==> config.mk <==
export PLATFORM = sky130hd
export DESIGN_NAME = spd_eeprom_slave
export DESIGN_NICKNAME = d
export VERILOG_FILES = /design/src/rtl/spd_slave_pkg.sv /design/src/rtl/spd_line_sync.sv /design/src/rtl/spd_store.sv /design/src/rtl/spd_xfer_fsm.sv /design/src/rtl/spd_eeprom_slave.sv
export SDC_FILE = /design/constraint.sdc
export NUM_CORES = 2
export LEC_CHECK = 0
export BUFFER_PORTS_ARGS = -buffer_cell sky130_fd_sc_hd__buf_2
export CORE_AREA = 4 4 422 424
export CTS_CLUSTER_SIZE = 16
export DETAILED_ROUTE_END_ITERATION = 8
export DIE_AREA = 0 0 426 428
export GPL_TIMING_DRIVEN = 0
export PLACE_DENSITY_LB_ADDON = 0.3
export SETUP_SLACK_MARGIN = 0.5
export SLEW_MARGIN = 10
export SYNTH_ARGS = -nofsm -noshare
export SYNTH_HDL_FRONTEND = slang
export SYNTH_SLANG_ARGS = --single-unit
export TNS_END_PERCENT = 20
==> constraint.sdc <==
create_clock -name clk -period 3.4 [get_ports clk]
set_clock_uncertainty 0.2 [all_clocks]
set_input_delay 1.02 -clock clk [delete_from_list [all_inputs] [get_ports clk]]
set_output_delay 1.02 -clock clk [all_outputs]
set_load 0.005 [all_outputs]
==> src/rtl/spd_slave_pkg.sv <==
package spd_slave_pkg;

    typedef enum logic [2:0] {
        ST_IDLE,
        ST_DEVADR,
        ST_MEMADR,
        ST_WRDATA,
        ST_ACK,
        ST_RDDATA,
        ST_MACK
    } xfer_st_e;

    typedef enum logic [1:0] {
        AFT_MEMADR,
        AFT_WRDATA,
        AFT_RDDATA
    } after_ack_e;

    // Reset content of one array byte, computed from the fill parameters
    function automatic logic [7:0] boot_byte(input int idx, input int mul, input int add);
        int acc;
        if (idx == 0) return 8'h80;
        if (idx == 1) return 8'h08;
        if (idx >= 2 && idx <= 62) return 8'((idx * mul + add) & 255);
        if (idx == 63) begin
            acc = 8'h80 + 8'h08;
            for (int k = 2; k <= 62; k++) acc = acc + ((k * mul + add) & 255);
            return 8'(acc & 255);
        end
        return 8'h00;
    endfunction

endpackage

==> src/rtl/spd_line_sync.sv <==
module spd_line_sync #(
    parameter int STAGES = 2
) (
    input  logic clk,
    input  logic rst_n,
    input  logic scl_i,
    input  logic sda_i,
    output logic scl_rise_o,
    output logic scl_fall_o,
    output logic start_o,
    output logic stop_o,
    output logic sda_lvl_o
);
    localparam int LEN = STAGES + 1;

    typedef struct packed {
        logic [LEN-1:0] scl;
        logic [LEN-1:0] sda;
    } sync_t;

    sync_t d, q;

    always_comb begin
        d     = q;
        d.scl = {q.scl[LEN-2:0], scl_i};
        d.sda = {q.sda[LEN-2:0], sda_i};
    end

    always_ff @(posedge clk or negedge rst_n) begin
        if (!rst_n) q <= '{scl: '1, sda: '1};
        else        q <= d;
    end

    logic scl_now, scl_old, sda_now, sda_old;
    assign scl_now = q.scl[STAGES-1];
    assign scl_old = q.scl[STAGES];
    assign sda_now = q.sda[STAGES-1];
    assign sda_old = q.sda[STAGES];

    assign scl_rise_o = scl_now & ~scl_old;
    assign scl_fall_o = ~scl_now & scl_old;
    assign start_o    = scl_now & scl_old & sda_old & ~sda_now;
    assign stop_o     = scl_now & scl_old & ~sda_old & sda_now;
    assign sda_lvl_o  = sda_now;
endmodule

==> src/rtl/spd_store.sv <==
module spd_store
    import spd_slave_pkg::*;
#(
    parameter int ADDR_W     = 8,
    parameter int LOCK_BYTES = 128,
    parameter int FILL_MUL   = 37,
    parameter int FILL_ADD   = 5
) (
    input  logic              clk,
    input  logic              rst_n,
    input  logic [ADDR_W-1:0] rd_addr_i,
    output logic [7:0]        rd_data_o,
    input  logic              wr_en_i,
    input  logic [ADDR_W-1:0] wr_addr_i,
    input  logic [7:0]        wr_data_i
);
    localparam int DEPTH = 1 << ADDR_W;
    localparam logic [ADDR_W-1:0] LOCK_A = ADDR_W'(LOCK_BYTES);

    logic [7:0] mem_d [DEPTH];
    logic [7:0] mem_q [DEPTH];

    always_comb begin
        mem_d = mem_q;
        if (wr_en_i) mem_d[wr_addr_i] = wr_data_i;
    end

    always_ff @(posedge clk or negedge rst_n) begin
        if (!rst_n) begin
            for (int i = 0; i < DEPTH; i++) mem_q[i] <= boot_byte(i, FILL_MUL, FILL_ADD);
        end else begin
            mem_q <= mem_d;
        end
    end

    assign rd_data_o = mem_q[rd_addr_i];


    locked_write_chk: assert property (@(posedge clk) disable iff (!rst_n)
        wr_en_i |-> (wr_addr_i >= LOCK_A));
endmodule

==> src/rtl/spd_xfer_fsm.sv <==
module spd_xfer_fsm
    import spd_slave_pkg::*;
#(
    parameter int          ADDR_W     = 8,
    parameter int          LOCK_BYTES = 128,
    parameter logic [3:0]  DEV_PREFIX = 4'b1010
) (
    input  logic              clk,
    input  logic              rst_n,
    input  logic              scl_rise_i,
    input  logic              scl_fall_i,
    input  logic              start_i,
    input  logic              stop_i,
    input  logic              sda_i,
    input  logic [2:0]        strap_i,
    input  logic [7:0]        rd_data_i,
    output logic [ADDR_W-1:0] rd_addr_o,
    output logic              wr_en_o,
    output logic [ADDR_W-1:0] wr_addr_o,
    output logic [7:0]        wr_data_o,
    output logic              sda_pull_o
);
    localparam logic [ADDR_W-1:0] LOCK_A = ADDR_W'(LOCK_BYTES);
    localparam logic [ADDR_W-1:0] PTR_MAX = '1;

    typedef struct packed {
        xfer_st_e          st;
        after_ack_e        nxt;
        logic [3:0]        cnt;
        logic [7:0]        shr;
        logic [ADDR_W-1:0] ptr;
        logic              pull;
        logic              mnack;
    } fsm_t;

    fsm_t d, q;
    logic wr_en_c, step_c, load_c, addr_hit;

    assign addr_hit = (q.shr[7:1] == {DEV_PREFIX, strap_i});

    always_comb begin
        d       = q;
        wr_en_c = 1'b0;
        step_c  = 1'b0;
        load_c  = 1'b0;
        if (stop_i) begin
            d.st   = ST_IDLE;
            d.pull = 1'b0;
            d.cnt  = '0;
        end else if (start_i) begin
            d.st   = ST_DEVADR;
            d.pull = 1'b0;
            d.cnt  = '0;
        end else begin
            case (q.st)
                ST_DEVADR, ST_MEMADR, ST_WRDATA: begin
                    if (scl_rise_i) begin
                        d.shr = {q.shr[6:0], sda_i};
                        d.cnt = q.cnt + 4'd1;
                    end else if (scl_fall_i && q.cnt == 4'd8) begin
                        d.cnt  = '0;
                        d.st   = ST_ACK;
                        d.pull = 1'b1;
                        if (q.st == ST_DEVADR) begin
                            if (addr_hit) begin
                                d.nxt = q.shr[0] ? AFT_RDDATA : AFT_MEMADR;
                            end else begin
                                d.st   = ST_IDLE;
                                d.pull = 1'b0;
                            end
                        end else if (q.st == ST_MEMADR) begin
                            d.ptr = q.shr[ADDR_W-1:0];
                            d.nxt = AFT_WRDATA;
                        end else begin
                            wr_en_c = (q.ptr >= LOCK_A);
                            step_c  = 1'b1;
                            d.nxt   = AFT_WRDATA;
                        end
                    end
                end
                ST_ACK: begin
                    if (scl_fall_i) begin
                        case (q.nxt)
                            AFT_MEMADR: begin d.st = ST_MEMADR; d.pull = 1'b0; end
                            AFT_WRDATA: begin d.st = ST_WRDATA; d.pull = 1'b0; end
                            default:    load_c = 1'b1;
                        endcase
                    end
                end
                ST_RDDATA: begin
                    if (scl_fall_i) begin
                        if (q.cnt == 4'd7) begin
                            d.st   = ST_MACK;
                            d.pull = 1'b0;
                            d.cnt  = '0;
                        end else begin
                            d.shr  = {q.shr[6:0], 1'b0};
                            d.pull = ~q.shr[6];
                            d.cnt  = q.cnt + 4'd1;
                        end
                    end
                end
                ST_MACK: begin
                    if (scl_rise_i) begin
                        d.mnack = sda_i;
                    end else if (scl_fall_i) begin
                        if (q.mnack) d.st = ST_IDLE;
                        else         load_c = 1'b1;
                    end
                end
                default: ;
            endcase
        end
        if (load_c) begin
            d.shr  = rd_data_i;
            d.pull = ~rd_data_i[7];
            d.cnt  = '0;
            d.st   = ST_RDDATA;
            step_c = 1'b1;
        end
        if (step_c) d.ptr = q.ptr + ADDR_W'(1);
    end

    always_ff @(posedge clk or negedge rst_n) begin
        if (!rst_n) begin
            q <= '{st: ST_IDLE, nxt: AFT_MEMADR, cnt: '0, shr: '0,
                   ptr: '0, pull: 1'b0, mnack: 1'b0};
        end else begin
            q <= d;
        end
    end

    assign rd_addr_o  = q.ptr;
    assign wr_en_o    = wr_en_c;
    assign wr_addr_o  = q.ptr;
    assign wr_data_o  = q.shr;
    assign sda_pull_o = q.pull;


    pull_window_chk: assert property (@(posedge clk) disable iff (!rst_n)
        q.pull |-> (q.st == ST_ACK || q.st == ST_RDDATA));

    stop_release_chk: assert property (@(posedge clk) disable iff (!rst_n)
        stop_i |=> !q.pull);

    restart_decode_chk: assert property (@(posedge clk) disable iff (!rst_n)
        start_i |=> (q.st == ST_DEVADR && q.cnt == 4'd0));

    ptr_wrap_chk: assert property (@(posedge clk) disable iff (!rst_n)
        (step_c && q.ptr == PTR_MAX) |=> (q.ptr == '0));

    addr_miss_chk: assert property (@(posedge clk) disable iff (!rst_n)
        (q.st == ST_DEVADR && !stop_i && !start_i && scl_fall_i &&
         q.cnt == 4'd8 && !addr_hit) |=> (!q.pull && q.st == ST_IDLE));
endmodule

==> src/rtl/spd_eeprom_slave.sv <==
module spd_eeprom_slave
    import spd_slave_pkg::*;
#(
    parameter int         ADDR_W      = 8,
    parameter int         LOCK_BYTES  = 128,
    parameter logic [3:0] DEV_PREFIX  = 4'b1010,
    parameter int         SYNC_STAGES = 2,
    parameter int         FILL_MUL    = 37,
    parameter int         FILL_ADD    = 5
) (
    input  logic       clk,
    input  logic       rst_n,
    input  logic       scl_in,
    input  logic       sda_in,
    input  logic [2:0] strap,
    output logic       sda_pull
);
    logic scl_rise, scl_fall, start_evt, stop_evt, sda_lvl;
    logic [ADDR_W-1:0] rd_addr, wr_addr;
    logic [7:0] rd_data, wr_data;
    logic wr_en;

    spd_line_sync #(.STAGES(SYNC_STAGES)) sync_i (
        .clk        (clk),
        .rst_n      (rst_n),
        .scl_i      (scl_in),
        .sda_i      (sda_in),
        .scl_rise_o (scl_rise),
        .scl_fall_o (scl_fall),
        .start_o    (start_evt),
        .stop_o     (stop_evt),
        .sda_lvl_o  (sda_lvl)
    );

    spd_xfer_fsm #(
        .ADDR_W     (ADDR_W),
        .LOCK_BYTES (LOCK_BYTES),
        .DEV_PREFIX (DEV_PREFIX)
    ) fsm_i (
        .clk        (clk),
        .rst_n      (rst_n),
        .scl_rise_i (scl_rise),
        .scl_fall_i (scl_fall),
        .start_i    (start_evt),
        .stop_i     (stop_evt),
        .sda_i      (sda_lvl),
        .strap_i    (strap),
        .rd_data_i  (rd_data),
        .rd_addr_o  (rd_addr),
        .wr_en_o    (wr_en),
        .wr_addr_o  (wr_addr),
        .wr_data_o  (wr_data),
        .sda_pull_o (sda_pull)
    );

    spd_store #(
        .ADDR_W     (ADDR_W),
        .LOCK_BYTES (LOCK_BYTES),
        .FILL_MUL   (FILL_MUL),
        .FILL_ADD   (FILL_ADD)
    ) store_i (
        .clk       (clk),
        .rst_n     (rst_n),
        .rd_addr_i (rd_addr),
        .rd_data_o (rd_data),
        .wr_en_i   (wr_en),
        .wr_addr_i (wr_addr),
        .wr_data_i (wr_data)
    );
endmodule

# After elaboration in Yosys (flattened, before gate mapping)
# Cells that the tools add are included.
# word_totals
output_inout_bits	1
ff_bits	2081
word_cells	411
inputBits	7
# op_classes
addsub	2
bitwise	17
n_lt_le_gt_ge	3
n_mux	74
eq_ne	31
n_reduce_logical	19
# ops
cell	n
2048-bit bitwise mux	1
8-bit two-way mux	9
8-bit binary-select mux with 8-bit select	1
8-bit demux with 8-bit select	1
3-bit two-way mux	11
16-bit two-way mux	2
1-bit two-way mux	31
5-bit by 1-bit inequality test with 1-bit output, second input constant	6
9-bit two-way mux	3
12-bit two-way mux	2
12-bit one-hot mux with 2 select lines	1
6-bit AND reduction	3
4-bit two-way mux	4
3-bit one-hot mux with 4 select lines	1
2-bit inequality test, second input constant	5
5-bit inequality test, second input constant	2
10-bit AND reduction	1
3-bit == test, second input constant	3
9-bit >= comparator, second input constant	1
9-bit by 1-bit less-than comparator with 1-bit output, second input constant	1
1-bit inverter	9
8-bit inverter with 9-bit output	1
8-bit by 1-bit adder with 8-bit output, second input constant	1
8-bit >= comparator, second input constant	1
31 further kinds	45

# Logic depth before layout (Yosys ltp)
# depth
depth_word	11
ltp_mapped	13
ltp_nobuf	9

# Modules after synthesis
# Synthesis repeated with hierarchy kept, for this count alone.
# hier_totals
cells_unflattened	6319
area_unflattened_um2	95993.3
# modules_own_cells
module	area_each_um2	seq_area_each_um2	cells_each	n_inst
spd_store	93734.9	51569.5	6068	1
spd_xfer_fsm	2068.2	675.6	241	1
spd_line_sync	190.2	157.7	10	1

# Worst setup path before layout
# No wires, ideal clock.
# synth_path
kind	register -> register
startpoint	register fsm_i.q (netlist bit fsm_i.rd_addr_o[0])
endpoint	register store_i.mem_q[280] in the netlist's numbering
stages_incl_launch_ff	13
path_buffers	7
arrival_ps	2643
period_less_slack_ps	2968
setup_slack_ps	432
setup_ps	125
t_required_ps	3075
cell_sequence	dfrtp_1 > buf_6 > buf_8 > buf_6 > buf_6 > inv_1 > buf_2 > clkbuf_1 > ha_1 > and2_1 > clkbuf_1 > nand2_1 > mux2_2
# synth_between
elab_chain_cells	8
word_cells_on_any_way	15
classes_between	order compare: 3; mux: 10; bitwise: 1; reduce/logical: 1
# synth_lines
item	line_no	source
from (decl)	spd_xfer_fsm.sv:36	fsm_t d, q;
from (signal assigned)	spd_xfer_fsm.sv:126	q <= '{st: ST_IDLE, nxt: AFT_MEMADR, cnt: '0, shr: '0,
8-bit >= comparator	spd_xfer_fsm.sv:75	wr_en_c = (q.ptr >= LOCK_A);
1-bit two-way mux	spd_xfer_fsm.sv:71	end else if (q.st == ST_MEMADR) begin
1-bit two-way mux	spd_xfer_fsm.sv:64	if (q.st == ST_DEVADR) begin
1-bit two-way mux	spd_xfer_fsm.sv:60	end else if (scl_fall_i && q.cnt == 4'd8) begin
1-bit two-way mux	spd_xfer_fsm.sv:57	if (scl_rise_i) begin
1-bit two-way mux	spd_xfer_fsm.sv:55	case (q.st)
1-bit two-way mux	spd_xfer_fsm.sv:50	end else if (start_i) begin
1-bit two-way mux	spd_xfer_fsm.sv:46	if (stop_i) begin
to (signal assigned)	spd_store.sv:32	mem_q <= mem_d;
to (decl)	spd_store.sv:21	logic [7:0] mem_q [DEPTH];
# Parallel ways exist; a longest one is shown, timed or not.
# A chain may end at the register's enable or synchronous reset.

# Worst setup path in the final report
# layout_path
startpoint	register fsm_i.q (netlist bit fsm_i.rd_addr_o[1])
endpoint	register fsm_i.q (netlist bit fsm_i.wr_data_o[1])
# layout_between
elab_chain_cells	5
# layout_lines
item	line_no	source
8-bit inverter with 9-bit output (not written as such)	spd_store.sv:36	assign rd_data_o = mem_q[rd_addr_i];
8-bit binary-select mux with 8-bit select	spd_store.sv:36	
8-bit two-way mux (not written as such) (2 in a row)	spd_store.sv:36	
12-bit two-way mux	spd_xfer_fsm.sv:114	if (load_c) begin
# No other way between the ends. The select of a mux whose other input is x is not followed.

==> run summary <==
outcome -> complete, but fails checks
failing checks -> hold timing, setup timing
worst reg-to-reg path cell count -> 11
Synth Area in Simple Gates -> 2.03%
Final Non-Filler Cells -> 8,679
Ports -> 8
maximum clock frequency -> 0.251 GHz
Mapped Avg Cell Area -> 15.0 sq um
Slew @ Worst Pin -> 1.43 ns
final setup vio count -> 9
Vias -> 52,700
power per cell area -> 654 mW/mm^2
Area Overhead vs Synth -> 18.5%
Remaining Overflow, GRT -> 0
Avg Vias per Cell -> 6.07
Arr. time, crit path -> 4.46 ns
CP Cell Sequence -> buf_8 -> buf_8 -> buf_12 -> clkbuf_8 -> mux4_2 -> mux2i_2 -> nor3_1 -> a31oi_1 -> nand4_1 -> a2111oi_4 -> a22oi_1
count of cell types in the netlist -> 70
Hold Vio Cnt, Final -> 80
Synth Flop Type -> dfrtp_1
YS warnings -> 0
largest family of logic cells by synthesized area -> multiplexers
clk buf depth -> 3
RSZ-0062 raised after global routing -> true
r2r setup slk -> -0.59 ns
share of cells above drive strength 1 -> 44.5%
detailed placer's ending HPWL -> 192,000 um
CP dominant cell by count -> buf_8
Synth Instances -> 5,772
Startpoint Class -> flip-flop
crit-path max FO -> 10
CP max stage delay -> 0.60 ns
global-route wire length before repair -> 407,000 um
sequential share of the synthesized area -> 60.4%
P_leak -> 47.1 nW
minimum clock period -> 3.99 ns
ANT nets after route -> 0
dpl cell area -> 0.0902 sq mm
core area -> 0.174 sq mm
WL/cell -> 33.5 um
Clock Latency Late Sink -> 0.89 ns
Residual DRC -> 0
initial antenna violation count -> 14
die area -> 0.182 sq mm
reg2reg start -> fsm_i.rd_addr_o[1]
Port Buffers -> 7
CTS tree -> done
WP data required -> 3.87 ns
Pre-antenna DRT Iters -> 5
pre-CTS setup slack -> -2.34 ns
Die X -> 426 um
Nets -> 6,186
initial cell density of the core -> 49.9%
Sum Neg Setup Slack -> -2.72 ns
Max H-tree Level -> 4
Final period util -> 117%
worst hold path class -> input port to async pin
Synth area leaders -> dfrtp_1 (52%), mux4_2 (15%), mux2_2 (13%)
vias in the first global route -> 53,900
clk slew on worst S/H paths -> 0.07 ns
WL final -> 291,000 um
die height -> 428 um
cell area after layout -> 0.103 sq mm
XOR/XNOR Fraction of Synth Area -> 0.0404%
# placed instances -> 8,127
Row Count -> 153
hold_buf cts -> 2
Slew Limit Headroom -> 4.96%
total power -> 67.2 mW
Synth Area in Adders -> 0.0866%
Post-synth EDFFs -> 0
largest net degree at the start of global routing -> 162
Worst R2R End -> fsm_i.wr_data_o[1]
Clock Tree Root -> clkbuf_16
maximum capacitance violations -> 0
share of flip-flops with an asynchronous set or reset -> 100%
CP Class -> flip-flop to flip-flop
Max stage delay cell, worst path -> a2111oi_4
initial DRC count -> 5,644
post-synthesis sequential element count -> 2,081
Inserted Clock Buffers -> 206
Syn Nets -> 5,785
synthesized area -> 0.0867 sq mm
worst vdd ir -> 0.521 mV
CTS Sinks -> 2,081
PnR worst setup slack -> -0.589 ns
dominant cell type by area after synthesis -> dfrtp_1
Compound-Gate Fraction of Synth Area -> 1.78%
gp weighted congestion -> 1.04
final count of pins violating max slew -> 0
GRT Total Usage -> 32.0%
top-area cell type share of the netlist area -> 52.5%
Critical Path End Type -> flip-flop
mux cell area share after synthesis -> 29.3%
WHS -> -0.0834 ns
logic make-up after synthesis:
kind of cell / count (synthesis)
AND/OR/NAND/NOR: 380
buffers and inverters: 1366
adder cells (fa/ha/maj): 6
AO/OA/AOI/OAI: 225
multiplexers: 1710
XOR/XNOR: 4
flip-flops: 2081
power by group:
part | switching (mW) | internal (mW)
registers | 0.259 | 24.9
logic | 13.0 | 5.51
clock network | 10.1 | 13.5
cells in the final DEF (no fill, tap or decap), types with 11 or more instances in the layout:
cell,count
clkinv_2,40
mux4_2,559
clkbuf_1,1181
buf_8,28
bufinv_16,11
a22oi_1,35
nand2_2,43
nand2_8,29
mux2i_2,15
nand2_4,36
mux2_2,972
nor3_1,16
buf_4,152
a21oi_1,35
nor2b_1,14
dfstp_2,262
clkbuf_4,16
and3_1,12
clkbuf_16,216
a31oi_1,20
o21ai_0,35
buf_6,34
mux2_4,62
nand2_1,86
and2_1,12
clkbuf_8,59
nand3_1,23
mux2i_1,89
buf_16,52
mux2i_4,13
nand4_1,12
dfrtp_1,1817
nor2_1,37
buf_12,74
clkbuf_2,31
critical path: cells and delay by family (launching register included):
| kind | cells | cell delay (ns) |
|---|---|---|
| buf+inv | 4 | 0.96 |
| compound gates | 3 | 0.94 |
| mux | 2 | 0.66 |
| flops | 1 | 0.51 |
| simple gates | 2 | 0.48 |
per-stage QoR:
stage	hold slack (ns)	utilization (%)
2_1_floorplan	0.145	-
3_3_place_gp	0.148	51.6
3_5_place_dp	0.149	51.9
4_1_cts	-0.107	57.8
5_1_grt	-0.0746	59.1
6_report	-0.0834	59.1
state kept, by name (all words and copies together) (netlist names):
register,count
sync_i.q,2
fsm_i.wr_data_o,8
sync_i.sda_lvl_o,1
fsm_i.sda_pull_o,1
sync_i.d,3
fsm_i.rd_addr_o,8
fsm_i.q,10
store_i.mem_q,2048
synth_stat cells (19+ instances only):
library cell	instances
nor2_1	49
o21ai_0	40
dfstp_2	262
buf_2	94
a21oi_1	38
nand3_1	25
dfrtp_1	1819
buf_4	40
and2_1	19
nor3_1	22
a31oi_1	23
a22oi_1	44
mux2i_1	117
nand2_1	188
mux2_2	1034
mux4_2	559
clkbuf_1	1191
worst max path at each step:
stage                       start             endpoint  slack, ns  cells after the start
6_report       fsm_i.rd_addr_o[1]   fsm_i.wr_data_o[1]      -0.59                     11
5_1_grt        fsm_i.rd_addr_o[1]   fsm_i.wr_data_o[1]      -0.45                     11
4_1_cts        fsm_i.rd_addr_o[0]   fsm_i.wr_data_o[6]      -0.34                      9
3_5_place_dp   fsm_i.rd_addr_o[2]   fsm_i.wr_data_o[5]      -2.34                     11
3_3_place_gp                rst_n  store_i.mem_q[1953]     -42.77                      1
2_1_floorplan  fsm_i.rd_addr_o[0]   store_i.mem_q[936]       0.52                     12
routing by layer:
metal	global-route usage [%]	share of wire (%)
met2	46.3	44
met3	10.6	11
met4	18.4	7.3
met1	42.5	38
met5	0.106	0.011
what timing repair did:
action                     in CTS  in global routing
setup endpoints to repair    1041               1581
pin swaps                      12                 34
cloned                          1                  2
gates resized for setup       632                358
hold endpoints to repair       82                 80
buffers inserted               71                 87
area by class of cell:
cell class              count  area [sq um]
diodes                      9          22.5
inverters                  12          53.8
well taps                2325          2910
multi-input cells        2325         30600
repair buffers            193          2120
flip-flops and latches   2081         52400
clock buffers             309          6180
plain buffers            1354          7570
fillers                 13200         71000
clock inverters            71           930
No activity file was read; power rests on OpenSTA's default activity.
